**src/rtl/psel_stage.sv**
```systemverilog
module psel_stage #(
  parameter int W = 8
) (
  input  logic [W-1:0] a_i,
  input  logic [W-1:0] b_i,
  input  logic         s_i,
  output logic [W-1:0] y_o
);

  // one gate pair per lane, shared control
  for (genvar k = 0; k < W; k++) begin : g_lane
    assign y_o[k] = (a_i[k] & ~s_i) | (b_i[k] & s_i);
  end

  always_comb begin
    if (s_i) begin
      assert_stage_take_b_R6: assert (y_o == b_i)
        else $error("stage passed running value while control high");
    end else begin
      assert_stage_keep_a_R6: assert (y_o == a_i)
        else $error("stage passed bus while control low");
    end
  end

endmodule

```
**src/rtl/prio_bus_sel.sv**
```systemverilog
module prio_bus_sel #(
  parameter int N = 4,
  parameter int W = 8
) (
  input  logic [N-1:0][W-1:0] bus_i,
  input  logic [N-1:0]        sel_i,
  output logic [W-1:0]        bus_o
);

  localparam int NSTG = N + 1;

  initial begin
    assert_param_n_R1: assert (N >= 1) else $error("N must be at least 1");
  end

  logic [NSTG-1:0][W-1:0] acc;

  assign acc[0] = '0;

  for (genvar i = 0; i < N; i++) begin : g_chain
    psel_stage #(.W(W)) u_stage (
      .a_i (acc[i]),
      .b_i (bus_i[i]),
      .s_i (sel_i[i]),
      .y_o (acc[i+1])
    );
  end

  assign bus_o = acc[NSTG-1];

  always_comb begin
    if (sel_i == '0) begin
      assert_clear_zero_R3: assert (bus_o == '0)
        else $error("output not zero with no select");
    end
    for (int i = 0; i < N; i++) begin
      // bit i is the highest set select bit
      if ((sel_i >> i) == N'(1)) begin
        assert_top_wins_R2: assert (bus_o == bus_i[i])
          else $error("output is not the highest selected bus");
      end
    end
    if (sel_i[N-1]) begin
      assert_msb_override_R4: assert (bus_o == bus_i[N-1])
        else $error("top bus lost priority");
    end
  end

endmodule

```
**config.mk**
```make
export PLATFORM = sky130hd
export DESIGN_NAME = prio_bus_sel
export DESIGN_NICKNAME = d
export VERILOG_FILES = /design/src/rtl/psel_stage.sv /design/src/rtl/prio_bus_sel.sv
export SDC_FILE = /design/constraint.sdc
export NUM_CORES = 1
export LEC_CHECK = 0
export ABC_AREA = 1
export BUFFER_PORTS_ARGS = -buffer_cell sky130_fd_sc_hd__buf_2
export CORE_AREA = 2 2 39 41
export DETAILED_ROUTE_END_ITERATION = 10
export DIE_AREA = 0 0 41 43
export PLACE_DENSITY_LB_ADDON = 0.08
export RECOVER_POWER = 100
export SLEW_MARGIN = 25
export SYNTH_ARGS = -nofsm -noshare
export SYNTH_HDL_FRONTEND = slang
export SYNTH_SLANG_ARGS = --single-unit
```
**constraint.sdc**
```tcl
create_clock -name vclk -period 0.8
set_input_delay 0.04 -clock vclk [all_inputs]
set_output_delay 0.04 -clock vclk [all_outputs]
set_load 0.005 [all_outputs]
```
==> results of run 1 <==
-- where the power goes --
| group | internal (mW) | switching, mW | total, mW | leakage (nW) |
|---|---|---|---|---|
| clock network | 0 | 0 | 0 | 0 |
| registers | 0 | 0 | 0 | 0 |
| logic | 0.132 | 0.126 | 0.258 | 0.350 |
| total | 0.132 | 0.126 | 0.258 | 0.350 |
-- cell usage after synthesis (all sizes together) --
master | number | area share (%)
a21oi | 16 | 26
buf | 6 | 17
inv | 9 | 10
nand2 | 32 | 35
nand3 | 8 | 12
-- worst min path at each step --
stage / from / to / cells after the start
2_1_floorplan: bus_i[27] / bus_o[3] / 2
3_3_place_gp: bus_i[27] / bus_o[3] / 4
3_5_place_dp: bus_i[27] / bus_o[3] / 4
4_1_cts: bus_i[27] / bus_o[3] / 4
5_1_grt: bus_i[27] / bus_o[3] / 4
6_report: bus_i[27] / bus_o[3] / 4
-- layer usage --
layer	GRT usage, %	routed length, um	vias to the layer above
met1	17.7	457	208
met3	0	83	0
li1	-	-	298
met4	0	0	0
met2	18.8	521	18
met5	0	0	-
-- what timing repair did --
| item | in CTS | in global routing |
|---|---|---|
| endpoints found under the hold margin | 0 | 0 |
| endpoints found under the setup margin | 0 | 6 |
| hold buffers | 0 | 0 |
| gates resized for setup | 0 | 2 |
-- stage by stage --
stage	setup slack, ns	power, mW	instance area [um2]	util (%)
2_1_floorplan	0.243	0.149	339	-
4_1_cts	0.0588	0.258	522	37.7
5_1_grt	0.0000402	0.293	527	38.1
6_report	0.0996	0.258	527	38.1
3_3_place_gp	0.0737	0.256	522	37.7
3_5_place_dp	0.0603	0.257	522	37.7
-- kinds of logic after synthesis --
logic type      share of synthesized area (%)
simple gates                             47.2
buf+inv                                  26.9
compound gates                           25.8
-- final cells by class --
| cell class | instances | area share, % |
|---|---|---|
| Multi-Input combinational cell | 56 | 47.0 |
| Tap cell | 16 | 3.80 |
| Inverter | 9 | 6.89 |
| Timing Repair Buffer | 44 | 42.3 |
==> metrics, run 1 <==
DRT Pass-1 Iters=2; most frequent cells in the layout=43 x buf_2, 32 x nand2_1, 14 x a21oi_1; endpoints failing setup=0; sequential share of the synthesized area=0%; number of max-slew violations in the final report=0; Syn Std Cell Area=339 um2; post-detailed-route DRC marker count=0; number of nets at the end of the flow=147; Mapped Cells=71; initial DRC count=4; most used cell, CP=nand2_1; cell breakdown of the critical path=clkbuf_4 > inv_4 > nand3_1 > nand2_1 > nand2_1 > nand2_1 > buf_2; share of the clock period used by the worst path after layout=87.6%; port buffer count=44; Post-Route Setup TNS=0 ns; power per standard cell area=489 nW/um2; global-route wire length before repair=1.56 mm; Seq Cell Count=0; worst min-delay path class=in2out; critical path class=in2out; startpoint types=input port; total nets after synthesis=107; Rows=14; static power due to leakage=0.350 nW; Total Routing Usage GR=11.6%; io pins=44; buffers plus inverters on the worst setup path=3; Ant. Diodes=0; layout cell share with drive strength beyond 1=43.1%; placeable core region=1380 um2; Hold WS=0.336 ns; via total after detailed routing=524; number of distinct library cells after synthesis=9; critical path arrival=0.66 ns; achievable clock frequency=1.43 GHz; Die H=43 um; maximum number of pins on one net before global-route repair=17; worst IR drop on VDD=0.000179 V; Finished Layout Cells=125; maxcap violations=0; Final Hold Violating Endpoints=0; Post-Place Cells=125; DIE AREA=1760 um2; count of cell instances traversed by the critical path=7; commonest non-fill, non-tap cell in the layout=buf_2; Routed Wire Length=1.06 mm; filler cell count in the final layout=173; kind of capture point of the worst setup path=primary output; CP Max Fanout=9; max incr delay on CP=0.18 ns; initial antenna violation count=0; Layout area overhead=55.4%; headroom to the max-slew limit=80.4%; multi-input combinational cell area=248 um2; Storage cell area=0 um2; fin crit period=0.700 ns; critical path data required time=0.76 ns; cell class contributing the biggest share of worst-path delay=buffers and inverters; setup repair after global routing missed its margin=false; GPL Wtd Cong=0.651; Via-to-Cell Ratio=4.19; HPWL after detailed placement=831 um; slew at the pin closest to its max-slew limit=0.293 ns; Critical path origin=sel_i[1]; die extent in x=41 um; via count of the first global-routing pass=392; number of nets with antenna violations after routing=0; wire length per cell=8.50 um; Post-CTS Repair Setup Buffers=0; GRT Residual Overflow=0; count of clock-net buffers in the final layout=0; Worst setup endpoint=bus_o[1]; slowest stage cell, crit path=clkbuf_4; initial standard-cell utilization of the core=24.5%; status=finished, final reports clean; yosys warns=0; synthesized area per cell=4.78 um2
Note: power is estimated with default switching activity, not from simulation.
==> run 2, diff against run 1 <==
==> constraint.sdc (replaced) <==
create_clock -name vclk -period 0.83
set_input_delay 0.0415 -clock vclk [all_inputs]
set_output_delay 0.0415 -clock vclk [all_outputs]
set_load 0.005 [all_outputs]
==> metrics, run 2 (same netlist as run 1, synthesis figures left out) <==
status=finished, final reports clean; HPWL after detailed placement=831 um; startpoint types=input port; port buffer count=44; critical path class=in2out; most frequent cells in the layout=43 x buf_2, 32 x nand2_1, 14 x a21oi_1; number of nets with antenna violations after routing=0; kind of capture point of the worst setup path=primary output; Hold WS=0.339 ns; slew at the pin closest to its max-slew limit=0.289 ns; power per standard cell area=470 nW/um2; setup repair after global routing missed its margin=false; headroom to the max-slew limit=80.7%; Rows=14; Ant. Diodes=0; DRT Pass-1 Iters=4; DIE AREA=1760 um2; io pins=44; Seq Cell Count=0; fin crit period=0.719 ns; GRT Residual Overflow=0; die extent in x=41 um; Layout area overhead=54.2%; wire length per cell=8.42 um; maxcap violations=0; initial standard-cell utilization of the core=24.5%; Routed Wire Length=1.05 mm; worst IR drop on VDD=0.000173 V; endpoints failing setup=0; initial antenna violation count=0; number of nets at the end of the flow=147; Storage cell area=0 um2; Final Core Density=37.8%; Final Hold Violating Endpoints=0; commonest non-fill, non-tap cell in the layout=buf_2; Total Routing Usage GR=11.6%; via total after detailed routing=523; Post-CTS Hold Buffers=0; achievable clock frequency=1.39 GHz; critical path data required time=0.79 ns; placeable core region=1380 um2; layout cell share with drive strength beyond 1=42.2%; GPL Wtd Cong=0.651; dpl cell area=522 um2; Finished Layout Cells=125; number of max-slew violations in the final report=0; static power due to leakage=0.346 nW; Post-Place Cells=125; cell area after layout=523 um2; critical path arrival=0.68 ns; count of clock-net buffers in the final layout=0; worst min-delay path class=in2out; maximum number of pins on one net before global-route repair=17; share of the clock period used by the worst path after layout=86.7%; CP Max Fanout=9; Post-Route Setup TNS=0 ns; Die H=43 um; global-route wire length before repair=1.56 mm; via count of the first global-routing pass=392; Via-to-Cell Ratio=4.18; initial DRC count=7; post-detailed-route DRC marker count=0
[run 2: cell count changes in the layout (fill, tap and decap cells not counted)]
| cell | before | now |
|---|---|---|
| clkbuf_1 | 0 | 1 |
| clkbuf_4 | 1 | 0 |
[run 2: final cells by class]
cell class                      count  area (um2)
Multi-Input combinational cell     56         248
Fill cell                         173         861
Timing Repair Buffer               44         219
Tap cell                           16        20.0
Inverter                            9        36.3
[run 2: repair_timing]
| action | in CTS | in global routing |
|---|---|---|
| gates resized for setup | 0 | 1 |
| setup buffers | 0 | 0 |
| setup endpoints to repair | 0 | 3 |
[run 2: per-stage QoR]
stage	worst slack [ns]	total power, mW
6_report	0.111	0.246
5_1_grt	0.0150	0.280
3_3_place_gp	0.101	0.247
2_1_floorplan	0.270	0.144
4_1_cts	0.0858	0.249
3_5_place_dp	0.0873	0.248
[run 2: report_power, final]
group / total [mW] / internal [mW] / switching, mW
combinational: 0.246 / 0.125 / 0.121
clock: 0 / 0 / 0
sequential: 0 / 0 / 0
[run 2: metal layers]
layer	wire [um]	global-route usage (%)
met1	441	17.7
met2	527	18.8
met3	83	0
met4	0	0
met5	0	0
[run 2: worst paths after layout]
path | from | endpoint | slack (ns) | cells past startpoint
hold / removal | bus_i[27] | bus_o[3] | 0.34 | 4
setup / recovery | sel_i[1] | bus_o[2] | 0.11 | 7
[run 2: critical path: stages]
cell and delay, ns:
buf_2 0.21, inv_4 0.08, nand3_1 0.07, nand2_1 0.05, nand2_1 0.05, nand2_1 0.04
buf_2 0.12
==> run 3, diff against run 2 <==
--- a/config.mk
+++ b/config.mk
@@ -11,7 +11,6 @@
 export DETAILED_ROUTE_END_ITERATION = 10
 export DIE_AREA = 0 0 41 43
 export PLACE_DENSITY_LB_ADDON = 0.08
-export RECOVER_POWER = 100
 export SLEW_MARGIN = 25
 export SYNTH_ARGS = -nofsm -noshare
 export SYNTH_HDL_FRONTEND = slang
==> metrics, run 3 (same netlist as run 1, synthesis figures left out) <==
internal power=126 uW; worst min-delay path class=in2out; Post-Route Setup TNS=0 ns; Storage cell area=0 um2; count of clock-net buffers in the final layout=0; Total Routing Usage GR=11.6%; number of max-slew violations in the final report=0; fin crit period=0.724 ns; initial DRC count=7; status=finished, final reports clean; Psw=121 uW; maxcap violations=0; critical path data required time=0.79 ns; post-detailed-route DRC marker count=0; io pins=44; setup repair after global routing missed its margin=false; die extent in x=41 um; share of the clock period used by the worst path after layout=87.2%; layout cell share with drive strength beyond 1=43.1%; Post-CTS Repair Setup Buffers=0; static power due to leakage=0.349 nW; Ant. Diodes=0; Routed Wire Length=1.05 mm; Finished Layout Cells=125; headroom to the max-slew limit=80.7%; Seq Cell Count=0; Clk pwr share=0%; maximum number of pins on one net before global-route repair=17; kind of capture point of the worst setup path=primary output; Die H=43 um; Via-to-Cell Ratio=4.18; Post-Place Cells=125; Post-CTS Hold Buffers=0; most frequent cells in the layout=44 x buf_2, 32 x nand2_1, 14 x a21oi_1; via total after detailed routing=523; power per standard cell area=471 nW/um2; Final Hold Violating Endpoints=0; GRT Residual Overflow=0; slew at the pin closest to its max-slew limit=0.289 ns; via count of the first global-routing pass=392; CP Max Fanout=9; GPL Wtd Cong=0.651; global-route wire length before repair=1.56 mm; number of gates given a new drive strength after cts=0; critical path class=in2out; combinational share of power=100.0%; wire length per cell=8.43 um; DRT Pass-1 Iters=4; achievable clock frequency=1.38 GHz; HPWL after detailed placement=831 um; startpoint types=input port; number of nets with antenna violations after routing=0; Rows=14; endpoints failing setup=0; number of nets at the end of the flow=147; critical path arrival=0.68 ns; placeable core region=1380 um2; initial standard-cell utilization of the core=24.5%; part of the total power dissipated in sequential elements=0%; port buffer count=44; commonest non-fill, non-tap cell in the layout=buf_2; DIE AREA=1760 um2; Layout area overhead=54.6%; worst IR drop on VDD=0.000173 V; initial antenna violation count=0; sw frac=49.0%
## run 3: cell types whose count changed in the layout (fill, tap and decap cells not counted)
| cell | change |
|---|---|
| buf_2 | +1 |
| clkbuf_1 | -1 |
## run 3: area by class of cell
cell class	count	area, um2
fill	173	860
inverter	9	36.3
multi-input combinational	56	248
tap	16	20.0
timing repair buffer	44	220
## run 3: path summary, 6_finish.rpt
path | from | to | slack, ns | cells after the start
worst max-delay path | sel_i[1] | bus_o[1] | 0.11 | 7
worst min-delay path | bus_i[27] | bus_o[3] | 0.34 | 4
## run 3: through the flow
stage	cell area, um2	setup WS (ns)	util (%)	power [mW]	hold slack [ns]
after floorplan	339	0.270	-	0.144	0.172
after global placement	522	0.101	37.7	0.247	0.342
after global routing	524	0.0154	37.9	0.281	0.354
final	524	0.106	37.9	0.247	0.339
after detailed placement	522	0.0873	37.7	0.248	0.343
after CTS	522	0.0858	37.7	0.249	0.342
## run 3: power groups by stage
stage	Sequential (mW)	Combinational, mW	Clock [mW]
after global routing	0	0.281	0
after detailed placement	0	0.248	0
after CTS	0	0.249	0
after floorplan	0	0.144	0
final	0	0.247	0
after global placement	0	0.247	0
## run 3: layer usage
layer	track usage, %	wire length [um]	vias up
met5	0	0	-
met4	0	0	0
li1	-	-	298
met1	17.7	442	207
met3	0	84	0
met2	18.8	527	18
## run 3: critical path, cell delays in order
cell and delay [ns]:
buf_2 0.21, inv_4 0.08, nand3_1 0.07, nand2_1 0.06, nand2_1 0.06, nand2_1 0.04
buf_2 0.12
